`config.mk`:
```
export PLATFORM = sky130hd
export DESIGN_NAME = mtr_mul
export DESIGN_NICKNAME = d
export VERILOG_FILES = /design/src/rtl/mtr_pkg.sv /design/src/rtl/mtr_pp_gen.sv /design/src/rtl/mtr_sum_tree.sv /design/src/rtl/mtr_round.sv /design/src/rtl/mtr_mul.sv
export SDC_FILE = /design/constraint.sdc
export NUM_CORES = 2
export LEC_CHECK = 0
export ABC_AREA = 1
export BUFFER_PORTS_ARGS = -buffer_cell sky130_fd_sc_hd__clkbuf_2
export CORE_UTILIZATION = 65
export DETAILED_ROUTE_END_ITERATION = 8
export PLACE_DENSITY = 0.88
export SYNTH_ARGS = -nofsm -noshare
export SYNTH_HDL_FRONTEND = slang
export SYNTH_SLANG_ARGS = --single-unit
```
`constraint.sdc`:
```
create_clock -name clk -period 9.4 [get_ports clk]
set_input_delay 0.47 -clock clk [delete_from_list [all_inputs] [get_ports clk]]
set_output_delay 0.47 -clock clk [all_outputs]
set_load 0.1 [all_outputs]
```
`src/rtl/mtr_pkg.sv`:
```
package mtr_pkg;

    localparam int DEF_OP_W = 32;
    localparam int DEF_K    = 8;

    // number of nodes on level lvl of a pairwise reduction of n leaves
    function automatic int nodes_at(input int n, input int lvl);
        int c;
        c = n;
        for (int s = 0; s < lvl; s++) begin
            c = (c + 1) / 2;
        end
        return c;
    endfunction

    // number of pairwise levels needed to reduce n leaves to one
    function automatic int depth_of(input int n);
        int c;
        int d;
        c = n;
        d = 0;
        while (c > 1) begin
            c = (c + 1) / 2;
            d++;
        end
        return d;
    endfunction

endpackage

```
`src/rtl/mtr_pp_gen.sv`:
```
module mtr_pp_gen #(
    parameter int OP_W = 32,
    parameter int K    = 8
) (
    input  logic [OP_W-1:0]                 a,
    input  logic [OP_W-1:0]                 b,
    output logic [OP_W-1:0][2*OP_W-1:0]     rows
);
    localparam int PROD_W = 2 * OP_W;

    // one row per multiplicand bit; bits below weight K are never formed
    always_comb begin
        rows = '0;
        for (int r = 0; r < OP_W; r++) begin
            for (int c = 0; c < OP_W; c++) begin
                if (r + c >= K) begin
                    rows[r][r+c] = a[r] & b[c];
                end
            end
        end
    end

    logic unused_w;
    assign unused_w = (PROD_W == 0);

endmodule

```
`src/rtl/mtr_sum_tree.sv`:
```
module mtr_sum_tree
    import mtr_pkg::*;
#(
    parameter int N = 32,
    parameter int W = 64
) (
    input  logic [N-1:0][W-1:0] leaves,
    output logic [W-1:0]        sum
);
    localparam int LEVELS = depth_of(N);

    for (genvar l = 0; l <= LEVELS; l++) begin : g_lvl
        localparam int CNT = nodes_at(N, l);
        logic [W-1:0] v [CNT];
        if (l == 0) begin : g_leaf
            for (genvar k = 0; k < CNT; k++) begin : g_k
                assign v[k] = leaves[k];
            end
        end else begin : g_add
            localparam int PREV = nodes_at(N, l - 1);
            for (genvar k = 0; k < CNT; k++) begin : g_k
                if (2 * k + 1 < PREV) begin : g_pair
                    assign v[k] = g_lvl[l-1].v[2*k] + g_lvl[l-1].v[2*k+1];
                end else begin : g_pass
                    assign v[k] = g_lvl[l-1].v[2*k];
                end
            end
        end
    end

    assign sum = g_lvl[LEVELS].v[0];

endmodule

```
`src/rtl/mtr_round.sv`:
```
module mtr_round #(
    parameter int W = 64,
    parameter int K = 8
) (
    input  logic [W-1:0] sum_in,
    output logic [W-1:0] res
);
    if (K == 0) begin : g_exact
        assign res = sum_in;
    end else begin : g_round
        localparam logic [W-1:0] ONE  = W'(1);
        localparam logic [W-1:0] BIAS = ONE << (K - 1);
        localparam logic [W-1:0] KEEP = ~((ONE << K) - ONE);
        logic [W-1:0] biased;
        assign biased = sum_in + BIAS;   // carry out of the top bit is dropped
        assign res    = biased & KEEP;
    end

endmodule

```
`src/rtl/mtr_mul.sv`:
```
module mtr_mul
    import mtr_pkg::*;
#(
    parameter int OP_W    = DEF_OP_W,
    parameter int K       = DEF_K,
    parameter bit OUT_REG = 1'b1
) (
    input  logic                clk,
    input  logic                rst,
    input  logic                in_valid,
    input  logic [OP_W-1:0]     op_a,
    input  logic [OP_W-1:0]     op_b,
    output logic                out_valid,
    output logic [2*OP_W-1:0]   product
);
    localparam int PROD_W = 2 * OP_W;

    logic [OP_W-1:0][PROD_W-1:0] pp_rows;
    logic [PROD_W-1:0]           pp_sum;
    logic [PROD_W-1:0]           rounded;

    mtr_pp_gen #(.OP_W(OP_W), .K(K)) u_pp (
        .a    (op_a),
        .b    (op_b),
        .rows (pp_rows)
    );

    mtr_sum_tree #(.N(OP_W), .W(PROD_W)) u_tree (
        .leaves (pp_rows),
        .sum    (pp_sum)
    );

    mtr_round #(.W(PROD_W), .K(K)) u_rnd (
        .sum_in (pp_sum),
        .res    (rounded)
    );

    if (OUT_REG) begin : g_reg
        always_ff @(posedge clk) begin
            if (rst) begin
                out_valid <= 1'b0;
                product   <= '0;
            end else begin
                out_valid <= in_valid;
                if (in_valid) begin
                    product <= rounded;
                end
            end
        end
    end else begin : g_comb
        assign out_valid = in_valid;
        assign product   = rounded;
    end

endmodule

```
* Yosys cells after proc, flatten, opt, wreduce, memory -nomap -nowiden
Cells that the tools add are included.
** Operators by class
- Add/subtract/negate cells :: 32
- Bitwise operators :: 988
** Operators with widths (number)
- $and 1x1->1 :: 988
- $add 64x64->64 :: 15
- $add 62x63->64 :: 1
- $add 64x8->64 const B :: 1
- $add 60x61->62 :: 1
- $add 58x59->60 :: 1
- $add 56x57->58 :: 1
- $add 54x55->56 :: 1
- $add 52x53->54 :: 1
- $add 50x51->52 :: 1
- $add 48x49->50 :: 1
- $add 46x47->48 :: 1
- $add 44x45->46 :: 1
- $add 42x43->44 :: 1
- $add 40x41->42 :: 1
- $add 38x39->40 :: 1
- $add 36x37->38 :: 1
- $add 34x35->36 :: 1
- $add 32x33->34 :: 1
** Storage, ports and cells
- Register bits :: 57
- Output and inout port bits :: 65
- Input port bits :: 67

* Logic depth before layout (Yosys ltp)
- Word-level depth :: 7
- Mapped depth :: 42

* Hierarchy
A second synthesis with hierarchy kept.
** Second synthesis, totals
- Cells, all modules :: 9649
- Area total of the unflattened synthesis :: 74526.5 µm²
** Modules (own cells, without submodules)
- mtr_sum_tree :: instances 1, cells an instance 5600, area an instance 52985.8 µm²
- mtr_pp_gen :: instances 1, cells an instance 3227, area an instance 16911.2 µm²
- mtr_mul :: instances 1, cells an instance 408, area an instance 2646.3 µm²
- mtr_round :: instances 1, cells an instance 414, area an instance 1983.2 µm²

* Worst setup path before layout
No wires, ideal clock.
- Kind :: input -> register
- From :: input op_b[1]
- To :: register product[48]
- Setup slack :: 2299 ps
- Data required time :: 9291 ps
- Path buffers :: 2
- Stages :: 36
- Arrival :: 6992 ps
- Cells stage by stage :: clkbuf_1 > clkbuf_1 > nand2_1 > inv_1 > ha_1 > inv_1 > fa_1 > nand3b_1 > nand2_1 > a21boi_2 > o21ai_2 > nand3_1 > nand2_1 > nand2_1 > nand3_1 > nand2_1 > fa_1 > fa_1 > fa_1 > inv_1 > fa_1 > fa_1 > inv_1 > fa_1 > inv_1 > ha_1 > nand2_1 > nor2_2 > inv_2 > nor2_4 > and2_1 > nand3b_1 > nand4_1 > nand3_1 > nand2_1 > inv_1
** On the way
- Cells in the longest elaborated chain, start to end :: 7
- Elaborated cells on any way between the ends :: 53
** RTL lines
- start: declaration :: RTL line mtr_mul.sv:12 : input logic [OP_W-1:0] op_b,
- $and 1x1->1 :: RTL line mtr_pp_gen.sv:17 : rows[r][r+c] = a[r] & b[c];
- $add 62x63->64 (tied with other cells) :: RTL line mtr_sum_tree.sv:23 : assign v[k] = g_lvl[l-1].v[2*k] + g_lvl[l-1].v[2*k+1];
- $add 64x64->64 (3 in series) :: RTL line mtr_sum_tree.sv:23
- $add 64x64->64 (*) :: RTL line mtr_sum_tree.sv:23
- $add 64x8->64 (*) :: RTL line mtr_round.sv:15 : assign biased = sum_in + BIAS;
- end signal: assignment :: RTL line mtr_mul.sv:46 : product <= rounded;
- end: declaration :: RTL line mtr_mul.sv:14 : output logic [2*OP_W-1:0] product
Mark *: on every way between the ends. The rest lies on a longest branch, timed or not.
A chain may end at the register's enable or synchronous reset.

* Final worst setup path
- From :: input op_b[17]
- To :: register product[50]
** On the way
- Cells in the longest elaborated chain, start to end :: 7
- Elaborated cells on any way between the ends :: 64
** RTL lines (RTL line)
- $and 1x1->1 :: mtr_pp_gen.sv:17
- $add 62x63->64 (tied with other cells) :: mtr_sum_tree.sv:23
- $add 64x64->64 (3 in series) :: mtr_sum_tree.sv:23
- $add 64x64->64 (*) :: mtr_sum_tree.sv:23
- $add 64x8->64 (*) :: mtr_round.sv:15
Marks and branches as above.

==> metrics.sh <==
PATH_CLASS='input port to flip-flop'
NUMBER_OF_FILL_CELLS=7570
MIN_PERIOD_OVER_PERIOD=0.8851
GRT_MAX_DEGREE=52
REQUIRED_PS=9640
RUN_STATUS='completed'
POST_SYNTH_EDFFS=0
TIMING.HOLD.WS_PS=502.3
REG_CLK_SLEW_REPORTED_PATHS_PS=50
SYN_AREA_MM2=0.05269
NUMBER_OF_ANTENNA_VIOLATIONS_AT_THE_FIRST_CHECK_IN_GLOBAL_ROUTING=5
YOSYS.CELL_COUNT.TOP_TYPE='nand2_1'
PLACED_CELLS=9926
FIRST_GLOBAL_VIAS=55995
FF_LATCH_AREA_MM2=0.001141
CRITICAL_PATH_ARRIVAL_PS=8560
CAP_VIOL_MAX_COUNT=0
GRT.TOTAL_USAGE=0.5040
WORST-PATH-MAX-FANOUT=12
SLEW-LIMIT-HEADROOM=0.1829
SETUP-TNS-FINAL_PS=0
FINAL-HOLD-VIOLATION-COUNT=0
FIN_SKEW_PS=0
CLOCK_SINKS=57
TIMING.CRITICAL_PATH.SLOWEST_STAGE_CELL='a21boi_0'
ROUTED_VIA_COUNT_DIVIDED_BY_CELL_COUNT=5.898
DETAIL_ROUTE.FIRST_PASS.ITERATIONS=8
ANTENNA_CELLS=0
FLOORPLAN.DIE_AREA_MM2=0.08220
CTS_H_TREE_LVLS=3
RSZ_0062_RAISED_AFTER_GLOBAL_ROUTING='no'
POST_SYNTHESIS_CELL_TYPE_COUNT=63
FINALCRITICALPERIOD_PS=8320
VIAS=58638
TIMING.HOLD.WORST.START='product[22]'
CLOCK_TREE.BUFFER_DEPTH=2
WIRE_LENGTH_OF_THE_FIRST_GLOBAL_ROUTING_PASS_UM=318100
DIE_Y_UM=286.7
HPWL_UM=174700
CRIT_PATH_START='op_b[17]'
TRITONCTS='done'
IO-PIN-COUNT=132
SYN-MEAN-INSTANCE-AREA_UM2=5.929
FINAL_STAGE_NET_COUNT=10023
STDCELL_COUNT=9942
CORE_REGION_AREA_MM2=0.08042
FINALSETUPVIOLATIONS=0
ASYNC_RESET_FF_FRAC=0
RATIO_OF_CELLS_WITH_DRIVE_ABOVE_1_IN_THE_FINAL_LAYOUT=0.03896
ROUTE.DETAILED.WL_PER_INST_UM=21.09
FINALWEIGHTEDCONGESTION=1.120
YS_FF_LATCH=57
CTS_HOLD_BUFFERS=0
POST_SYNTH_TOP_AREA_SHARE=0.1789
SYNTH.TOP_CELLS.BY_AREA='nand2_1, fa_1, inv_1'
CP-END-KIND='flip-flop'
POSTROUTEWIRELENGTH_UM=209700
YS.FLOP_TYPE='dfxtp_1'
INITIAL_CORE_UTIL=0.6552
TIMING.RR.START='product[35]'
TRITONCTS.NUM_BUFFERS=9
DETAIL-ROUTE-ANTENNA-NETS=0
CTS_RESIZED=0
REMAINING_DRC_ERRORS=0
SEQUENTIAL_TO_TOTAL_AREA_SHARE_FROM_YOSYS_STAT=0.02166
WORST_SLEW_PIN_SLEW_PS=1226
SYNTH_TOP_CELL_BY_AREA='nand2_1'
POST-CTS-SETUP-BUFFERS=0
YS.WARNINGS.COUNT=0
HIGHEST_CLOCK_RATE_MHz=120.2
CLKLATENCYLATEPIN_PS=340
STARTPOINT_TYPE_OF_THE_WORST_SETUP_PATH='input port'
ROOT_BUFFER='clkbuf_16'
PLACEMENTROWS=104
NUMPORTBUFFERS=123
FLOW.AREA_GROWTH_FROM_SYNTHESIS_PCT=3.707
DIE_W_UM=286.7
DRTITER0DRC=7044
SYN_INST=8886
SYNTHTOPCELLSBYCOUNT='nand2_1, inv_1, nor2_1'
CRITICAL-PATH-MAX-STAGE-DELAY_PS=550
MULTI_INPUT_AREA_MM2=0.04275
MIN-DELAY-PATH-CLASS='flip-flop to flip-flop'
MAXSLEWVIOLCOUNT=0
GLOBALROUTE.TOTALOVERFLOW=0
-- cell type report --
type                    instances  area share
multi-input cells            6497      0.7825
inverters                    2121      0.1457
well taps                    1060     0.02427
repair buffers                191     0.02130
flip-flops and latches         57     0.02088
clock buffers                  14    0.005198
clock inverters                 2   0.0001832
-- through the flow --
stage / util / setup WS (ps) / cell area (um2)
floorplan: - / 2299 / 52710
global placement: 0.6758 / 1117 / 54350
detailed placement: 0.6758 / 1076 / 54350
CTS: 0.6795 / 1370 / 54640
global route: 0.6795 / 838.2 / 54640
finish: 0.6795 / 1080 / 54640
-- sequential cells by signal, indices dropped and copies added, names as in the netlist --
name       flops
out_valid      1
product       56
-- per-layer routing --
| metal | part of all wire | vias to the layer above | global-route usage |
|---|---|---|---|
| met4 | 0.10 | 6 | 0.4247 |
| met5 | 0.00017 | - | 0 |
| met1 | 0.35 | 26499 | 0.6048 |
| met2 | 0.41 | 3906 | 0.7586 |
| met3 | 0.13 | 1048 | 0.1250 |
| li1 | - | 27179 | - |
-- cells in the final DEF, fill, tap and decap left out, types with 8 or more instances in the layout --
master	Yosys	routed
nand2_1	2511	2511
inv_1	2112	2112
nor2_1	645	645
ha_1	618	618
a21oi_1	612	612
fa_1	461	461
o21ai_0	334	334
nand3_1	271	271
xor2_1	218	218
xnor2_1	161	161
clkbuf_2	1	121
nor3_1	106	106
nand4_1	80	80
buf_4	9	65
a21o_1	63	63
dfxtp_1	57	57
o21bai_1	51	51
nand2_2	33	33
a31oi_1	33	33
o21ai_2	32	32
o21a_1	28	28
nand3b_1	27	27
nor2_2	25	25
o211ai_1	24	24
o21ai_1	24	24
nor4_1	22	22
a21boi_0	13	13
and3_1	13	13
a21oi_2	11	11
clkbuf_16	0	9
a211oi_1	8	8
inv_2	8	8
conb_1	1	8
-- worst max-delay path: cells and delay by family --
| family | cells | cell delay (ps) |
|---|---|---|
| AOI/OAI and AO/OA | 4 | 1240 |
| xor gates and xnor gates | 1 | 540 |
| and+or+nand+nor | 10 | 1310 |
| adders and majority gates | 8 | 3720 |
| buffers and inverters | 8 | 1250 |
-- cells by family (layout without fill, tap and decap cells) --
family                   count (synthesis)  count (layout)  synth area share
AO/OA/AOI/OAI                         1266            1266            0.1356
XOR/XNOR                               379             379           0.06300
adder cells (fa/ha/maj)               1079            1079            0.3219
buffers and inverters                 2339            2328            0.1674
flip-flops                              57              57           0.02166
other                                    1               8        0.00007118
AND/OR/NAND/NOR                       3765            3765            0.2903
-- final timing paths --
path	cells past startpoint	to	slack (ps)
max	31	product[50]	1080
min	2	product[22]	500
max reg2reg	3	product[35]	8540
min reg2reg	2	product[22]	500
Power is not shown: default switching activity piles up to over one toggle a cycle in this logic, so the estimate is an artifact.
